<file path="src/rtl/exc_pkg.sv">
package exc_pkg;
  localparam int NSTAGE = 6;
  localparam int ST_X   = 3;
  localparam int ST_M   = 4;
  localparam int ST_W   = 5;

  typedef enum logic [2:0] {
    CID_NONE  = 3'd0,
    CID_FAULT = 3'd1,
    CID_DTLB  = 3'd2,
    CID_ITLB  = 3'd3,
    CID_IRQ   = 3'd4
  } cause_e;
endpackage

</file>
<file path="src/rtl/exc_arbiter.sv">
module exc_arbiter #(
  parameter int XW = 32
) (
  input  logic           blocked,
  input  logic           stall_x,
  input  logic           vld_f,
  input  logic           vld_d,
  input  logic           vld_x,
  input  logic [XW-1:0]  pc_f,
  input  logic [XW-1:0]  pc_d,
  input  logic [XW-1:0]  pc_x,
  input  logic           fault_x,
  input  logic           dtlb_miss_x,
  input  logic           itlb_miss_f,
  input  logic           irq,
  input  logic           ie,
  input  logic           eret_x,
  input  logic           ie_wr_x,
  output logic           take_exc,
  output logic           take_ret,
  output logic           wr_ie,
  output exc_pkg::cause_e cid,
  output logic [XW-1:0]  save_pc
);
  import exc_pkg::*;

  logic any_go, x_go;

  // any request needs a free execute stage and a quiet cycle
  assign any_go = !stall_x && !blocked;
  assign x_go   = any_go && vld_x;

  always_comb begin
    cid = CID_NONE;
    if (x_go && fault_x)               cid = CID_FAULT;
    else if (x_go && dtlb_miss_x)      cid = CID_DTLB;
    else if (any_go && itlb_miss_f)    cid = CID_ITLB;
    else if (any_go && irq && ie)      cid = CID_IRQ;
  end

  assign take_exc = (cid != CID_NONE);
  assign take_ret = x_go && eret_x && !take_exc;
  assign wr_ie    = x_go && ie_wr_x && !take_exc && !take_ret;

  // oldest instruction that has not yet executed
  always_comb begin
    if (vld_x)      save_pc = pc_x;
    else if (vld_d) save_pc = pc_d;
    else            save_pc = pc_f;
    if (!vld_f && !vld_d && !vld_x) save_pc = pc_f;
  end
endmodule

</file>
<file path="src/rtl/exc_vector.sv">
module exc_vector #(
  parameter int XW          = 32,
  parameter int STRIDE_LOG2 = 5
) (
  input  logic [XW-1:0]   base,
  input  exc_pkg::cause_e cid,
  output logic [XW-1:0]   vec
);
  localparam int IDW = $bits(exc_pkg::cause_e);

  logic [IDW-1:0] id_bits;
  assign id_bits = cid;
  assign vec = base + (XW'(id_bits) << STRIDE_LOG2);
endmodule

</file>
<file path="src/rtl/exc_state.sv">
module exc_state #(
  parameter int XW = 32
) (
  input  logic            clk,
  input  logic            rst,
  input  logic            take_exc,
  input  logic            take_ret,
  input  logic            wr_ie,
  input  logic            ie_wdata,
  input  exc_pkg::cause_e cid,
  input  logic [XW-1:0]   save_pc,
  output logic            ie,
  output logic [XW-1:0]   epc,
  output exc_pkg::cause_e cause
);
  import exc_pkg::*;

  logic ie_saved;

  always_ff @(posedge clk) begin
    if (rst) begin
      ie       <= 1'b0;
      ie_saved <= 1'b0;
      epc      <= '0;
      cause    <= CID_NONE;
    end else if (take_exc) begin
      epc      <= save_pc;
      cause    <= cid;
      ie_saved <= ie;
      ie       <= 1'b0;
    end else if (take_ret) begin
      ie       <= ie_saved;
    end else if (wr_ie) begin
      ie       <= ie_wdata;
    end
  end
endmodule

</file>
<file path="src/rtl/exc_ctrl.sv">
module exc_ctrl #(
  parameter int XW          = 32,
  parameter int STRIDE_LOG2 = 5
) (
  input  logic                      clk,
  input  logic                      rst,
  input  logic [XW-1:0]             vec_base,
  input  logic [XW-1:0]             pc_f,
  input  logic [XW-1:0]             pc_d,
  input  logic [XW-1:0]             pc_x,
  input  logic                      vld_f,
  input  logic                      vld_d,
  input  logic                      vld_x,
  input  logic                      stall_x,
  input  logic                      fault_x,
  input  logic                      dtlb_miss_x,
  input  logic                      itlb_miss_f,
  input  logic                      irq,
  input  logic                      eret_x,
  input  logic                      ie_wr_x,
  input  logic                      ie_wdata_x,
  output logic                      redirect,
  output logic [XW-1:0]             new_pc,
  output logic [exc_pkg::NSTAGE-1:0] kill,
  output logic [XW-1:0]             epc,
  output logic [$bits(exc_pkg::cause_e)-1:0] cause,
  output logic                      int_en
);
  import exc_pkg::*;

  logic            take_exc, take_ret, wr_ie;
  cause_e          cid, cause_q;
  logic [XW-1:0]   save_pc, vec;
  logic [NSTAGE-1:0] kill_entry, kill_ret;

  exc_arbiter #(.XW(XW)) u_arb (
    .blocked     (redirect),
    .stall_x     (stall_x),
    .vld_f       (vld_f),
    .vld_d       (vld_d),
    .vld_x       (vld_x),
    .pc_f        (pc_f),
    .pc_d        (pc_d),
    .pc_x        (pc_x),
    .fault_x     (fault_x),
    .dtlb_miss_x (dtlb_miss_x),
    .itlb_miss_f (itlb_miss_f),
    .irq         (irq),
    .ie          (int_en),
    .eret_x      (eret_x),
    .ie_wr_x     (ie_wr_x),
    .take_exc    (take_exc),
    .take_ret    (take_ret),
    .wr_ie       (wr_ie),
    .cid         (cid),
    .save_pc     (save_pc)
  );

  exc_vector #(.XW(XW), .STRIDE_LOG2(STRIDE_LOG2)) u_vec (
    .base (vec_base),
    .cid  (cid),
    .vec  (vec)
  );

  exc_state #(.XW(XW)) u_state (
    .clk      (clk),
    .rst      (rst),
    .take_exc (take_exc),
    .take_ret (take_ret),
    .wr_ie    (wr_ie),
    .ie_wdata (ie_wdata_x),
    .cid      (cid),
    .save_pc  (save_pc),
    .ie       (int_en),
    .epc      (epc),
    .cause    (cause_q)
  );

  assign cause = cause_q;

  // entry kills execute and younger; return kills only younger
  for (genvar i = 0; i < NSTAGE; i++) begin : g_kill
    assign kill_entry[i] = (i <= ST_X);
    assign kill_ret[i]   = (i <  ST_X);
  end

  always_ff @(posedge clk) begin
    if (rst) begin
      redirect <= 1'b0;
      new_pc   <= '0;
      kill     <= '0;
    end else if (take_exc) begin
      redirect <= 1'b1;
      new_pc   <= vec;
      kill     <= kill_entry;
    end else if (take_ret) begin
      redirect <= 1'b1;
      new_pc   <= epc;
      kill     <= kill_ret;
    end else begin
      redirect <= 1'b0;
      kill     <= '0;
    end
  end
endmodule

</file>
<file path="config.mk">
export PLATFORM = sky130hd
export DESIGN_NAME = exc_ctrl
export DESIGN_NICKNAME = d
export VERILOG_FILES = /design/src/rtl/exc_pkg.sv /design/src/rtl/exc_arbiter.sv /design/src/rtl/exc_vector.sv /design/src/rtl/exc_state.sv /design/src/rtl/exc_ctrl.sv
export SDC_FILE = /design/constraint.sdc
export NUM_CORES = 1
export LEC_CHECK = 0
export ABC_CLOCK_PERIOD_IN_PS = 2600
export BUFFER_PORTS_ARGS = -buffer_cell sky130_fd_sc_hd__buf_2
export CAP_MARGIN = 20
export CORE_MARGIN = 3
export CORE_UTILIZATION = 42
export CTS_CLUSTER_DIAMETER = 120
export DETAILED_ROUTE_END_ITERATION = 8
export GPL_ROUTABILITY_DRIVEN = 1
export HOLD_SLACK_MARGIN = 0.05
export PLACE_DENSITY = 0.77
export RECOVER_POWER = 100
export SETUP_SLACK_MARGIN = 0.05
export SLEW_MARGIN = 10
export SYNTH_ARGS = -nofsm -noshare
export SYNTH_HDL_FRONTEND = slang
export SYNTH_SLANG_ARGS = --single-unit
</file>
<file path="constraint.sdc">
create_clock -name clk -period 2.6 [get_ports clk]
set_input_delay 0.26 -clock clk [delete_from_list [all_inputs] [get_ports clk]]
set_output_delay 0.26 -clock clk [all_outputs]
set_load 0.02 [all_outputs]
</file>
==> flow_metrics.tcl <==
set metrics [dict create \
    outcome "finished clean" \
    regArea_mm2 0.00142 \
    fin_crit_sh 0.953 \
    initial_utilization 0.437 \
    ys_seq_area_frac 0.328 \
    drv.max_cap_violation_count 0 \
    critical-path-slowest-cell "and4bb_1" \
    die_x_extent_um 108 \
    post-synth-top-area-cell "dfxtp_1" \
    clkSlewWorstSetupHoldPaths_ps 90 \
    timing.critical_path.max_delay_family "simple AND/OR/NAND/NOR gates" \
    drt-vias-per-instance 5.56 \
    top_usage_layer "met2" \
    grt_first_pass_wirelength_um 22900 \
    routed_wl_um 15100 \
    share_seq_of_total_power 0.397 \
    criticalPathCategory "flip-flop to flip-flop" \
    total_leakage_power_uw 0.00246 \
    initialDrtViolationCount 322 \
    worstPathRequired_ps 2830 \
    worstPathMaxFanout 24 \
    synthCells 526 \
    sw_frac_of_total 0.318 \
    setup_violations 0 \
    track_usage 0.252 \
    synth.cells.most_frequent "83 x nand2_1, 71 x dfxtp_1, 41 x o21ai_0" \
    placement_rows 36 \
    clk_skew_ps 7.58 \
    avgSynthCellArea_um2 8.24 \
    crit_end "new_pc[7]$_SDFFE_PP0P_" \
    r2r-end "new_pc[7]$_SDFFE_PP0P_" \
    power_switching_uw 989 \
    cts_tree "done" \
    synth-warning-count 0 \
    area_share_of_the_largest_cell_type_after_synthesis 0.328 \
    regToRegStartpoint "kill[2]$_SDFF_PP0_" \
    footprint_of_the_multi_input_gates_mm2 0.00271 \
    cts_buffer_depth 2 \
    hpwl_reported_at_the_end_of_detailed_placement_um 11600 \
    synth_flop_cell "dfxtp_1" \
    filler_cell_count 967 \
    insertion_delay_of_the_later_clocked_pin_in_the_worst_skew_pair_ps 350 \
    fraction_of_layout_instances_using_a_drive_strength_above_1 0.287 \
    globalRouteOverflowTotal 0 \
    grt_start_max_net_pins 65 \
    finish.net_count 876 \
    num_vias 4846 \
    synth-edff-count 0 \
    share_clk_of_total_power 0.363 \
    worstSetupStartpoint "kill[2]$_SDFF_PP0_" \
    antenna_violations_before_repair 2 \
    rr_worst_depth 6 \
    core-area_mm2 0.00991 \
    grt.met1_usage 0.287 \
    numClockSinks 71 \
    rel_slew_slack 0.142 \
    post-route-util 0.582 \
    netlist_area_mm2 0.00433 \
    critical_path_buf_inv_count 2 \
    r2r_slack_ps 120 \
    layout_min_cycle_time_ps 2480 \
    detail_route.drc_violations 0 \
    critical_path_depth 6 \
    worst_ir_drop_vdd_mv 0.291 \
    maxClockFrequency_mhz 404 \
    number_of_global_route_vias_before_repair 4597 \
    grt.met3_usage 0.0678 \
    pwr_density_cell_mw_per_mm2 538 \
    syn2layout_area_growth_pct 33.1 \
    cts-htree-levels 3 \
    power_frac_comb 0.239 \
    grt_use_met2 0.460 \
    endpoint_kind "flip-flop" \
    async_flop_share 0 \
    cell_chain_of_the_critical_path "buf_4, and4bb_1, clkbuf_2, nor2b_1, a211oi_1, a211oi_1" \
    drt_first_pass_iters 6 \
    post_synth_main_area_contributors "dfxtp_1 33%, mux2i_1 9.0%, nand2_1 7.2%" \
    portBuffers 212 \
    cts-root-buf "clkbuf_8" \
    final-hold-violation-count 0 \
    tritoncts.num_buffers 9 \
    chipHeight_um 108 \
    synth_seq_cells 71 \
    critical-path-top-cell-by-count "a211oi_1" \
    setup_total_negative_slack_ps 0 \
    die-area_mm2 0.0116 \
    critical_path.startpoint_type "flip-flop" \
    route.antenna.remaining_nets 0 \
    final_estimated_routing_congestion_in_global_placement 0.825 \
    pin_count 216 \
    detail_route.wl_per_cell_um 17.4 \
    timing.hold.worst.class "input port to flip-flop" \
    max_stage_delay_ps 990 \
    cellInternalPower_uw 2120 \
    most_frequently_used_cell_type_in_the_post_synthesis_netlist "nand2_1" \
    slew_viol_final 0 \
    critPathArrivalTime_ps 2700 \
    netlist-cell-type-count 56 \
    tightest_slew_ps 1290 \
    rsz0062_at_grt "yes" \
]
-- power groups by stage --
stage	registers (uW)	logic, uW	clock network [uW]
6_report	1230	743	1130
5_1_grt	1240	815	1190
4_1_cts	1230	759	1140
3_5_place_dp	1260	753	0
3_3_place_gp	1260	738	0
2_1_floorplan	1340	350	0
-- final cells by class --
class	instances	share of cell area
diodes	2	0.000867
clock buffers	9	0.0215
clock inverters	7	0.0221
inverters	7	0.00455
multi-input cells	398	0.469
flip-flops and latches	71	0.246
well taps	133	0.0288
repair buffers	244	0.207
-- worst min-delay path, cell delays in order --
cell and delay [ps]:
buf_2 100, nor2_1 90, a211oi_1 50
-- layer usage --
| metal | wire length, um | share of wire |
|---|---|---|
| met5 | 0 | 0 |
| met4 | 206 | 0.014 |
| met3 | 1290 | 0.085 |
| met2 | 7690 | 0.51 |
| met1 | 5940 | 0.39 |
-- state kept, by name (all words and copies together), names as in the netlist --
name              flops
u_state.ie            1
new_pc               32
kill                  2
u_state.cause         3
u_state.epc          32
u_state.ie_saved      1
-- cells in the final DEF (no fill, tap or decap), drive strengths merged, types with 4 or more instances in the layout --
cell    netlist  routed
a211oi       31      31
a21oi        21      21
a22o         13      13
a311oi       12      12
a32oi         8       8
and2          5       5
and4          6       6
buf          31     164
clkbuf       20      89
dfxtp        71      71
inv           7       9
mux2          9       9
mux2i        39      39
nand2        83      83
nand3        14      14
nand4        12      12
nor2         16      16
nor2b        21      21
o211ai       12      12
o21a          4       4
o21ai        41      41
or3           7       7
xor2          5       5
-- how the worst min path moves through the flow --
stage	start	endpoint	slack, ps	cells past startpoint
finish	vec_base[3]	new_pc[3]$_SDFFE_PP0P_	200	3
global route	vec_base[0]	new_pc[0]$_SDFFE_PP0P_	190	3
CTS	vec_base[1]	new_pc[1]$_SDFFE_PP0P_	180	3
detailed placement	u_state.cause[1]$_SDFFE_PP0N_	u_state.cause[1]$_SDFFE_PP0N_	450	2
global placement	u_state.cause[2]$_SDFFE_PP0N_	u_state.cause[2]$_SDFFE_PP0N_	450	2
floorplan	vec_base[25]	new_pc[25]$_SDFFE_PP0P_	420	2
-- through the flow --
step | cells | hold slack (ps) | worst slack (ps) | total power (uW) | instance area [um^2]
after floorplan | 527 | 417 | 53.6 | 1690 | 4340
after global placement | 848 | 445 | -11.2 | 1990 | 5550
after detailed placement | 848 | 452 | -104 | 2010 | 5550
after global routing | 870 | 188 | 20.0 | 3250 | 5770
after CTS | 864 | 176 | 82.9 | 3130 | 5800
final | 871 | 199 | 123 | 3110 | 5770
-- kinds of logic (layout without fill, tap and decap cells) --
| family | Yosys count | after routing | share of synthesized area |
|---|---|---|---|
| other | 1 | 4 | 0.000865 |
| XOR/XNOR | 6 | 6 | 0.0121 |
| AND/OR/NAND/NOR | 181 | 181 | 0.215 |
| multiplexers | 48 | 48 | 0.113 |
| adder cells (fa/ha/maj) | 4 | 4 | 0.0133 |
| AO/OA/AOI/OAI | 157 | 157 | 0.252 |
| flip-flops | 71 | 71 | 0.328 |
| buffers and inverters | 58 | 267 | 0.0652 |
-- timing repair --
item                                    4_1_cts  5_1_grt
endpoints found under the setup margin       13       13
pin swaps                                     0        8
hold buffers                                  0        0
setup buffers                                 0        5
resized for setup                             2       11
No activity file was read; power rests on OpenSTA's default activity.
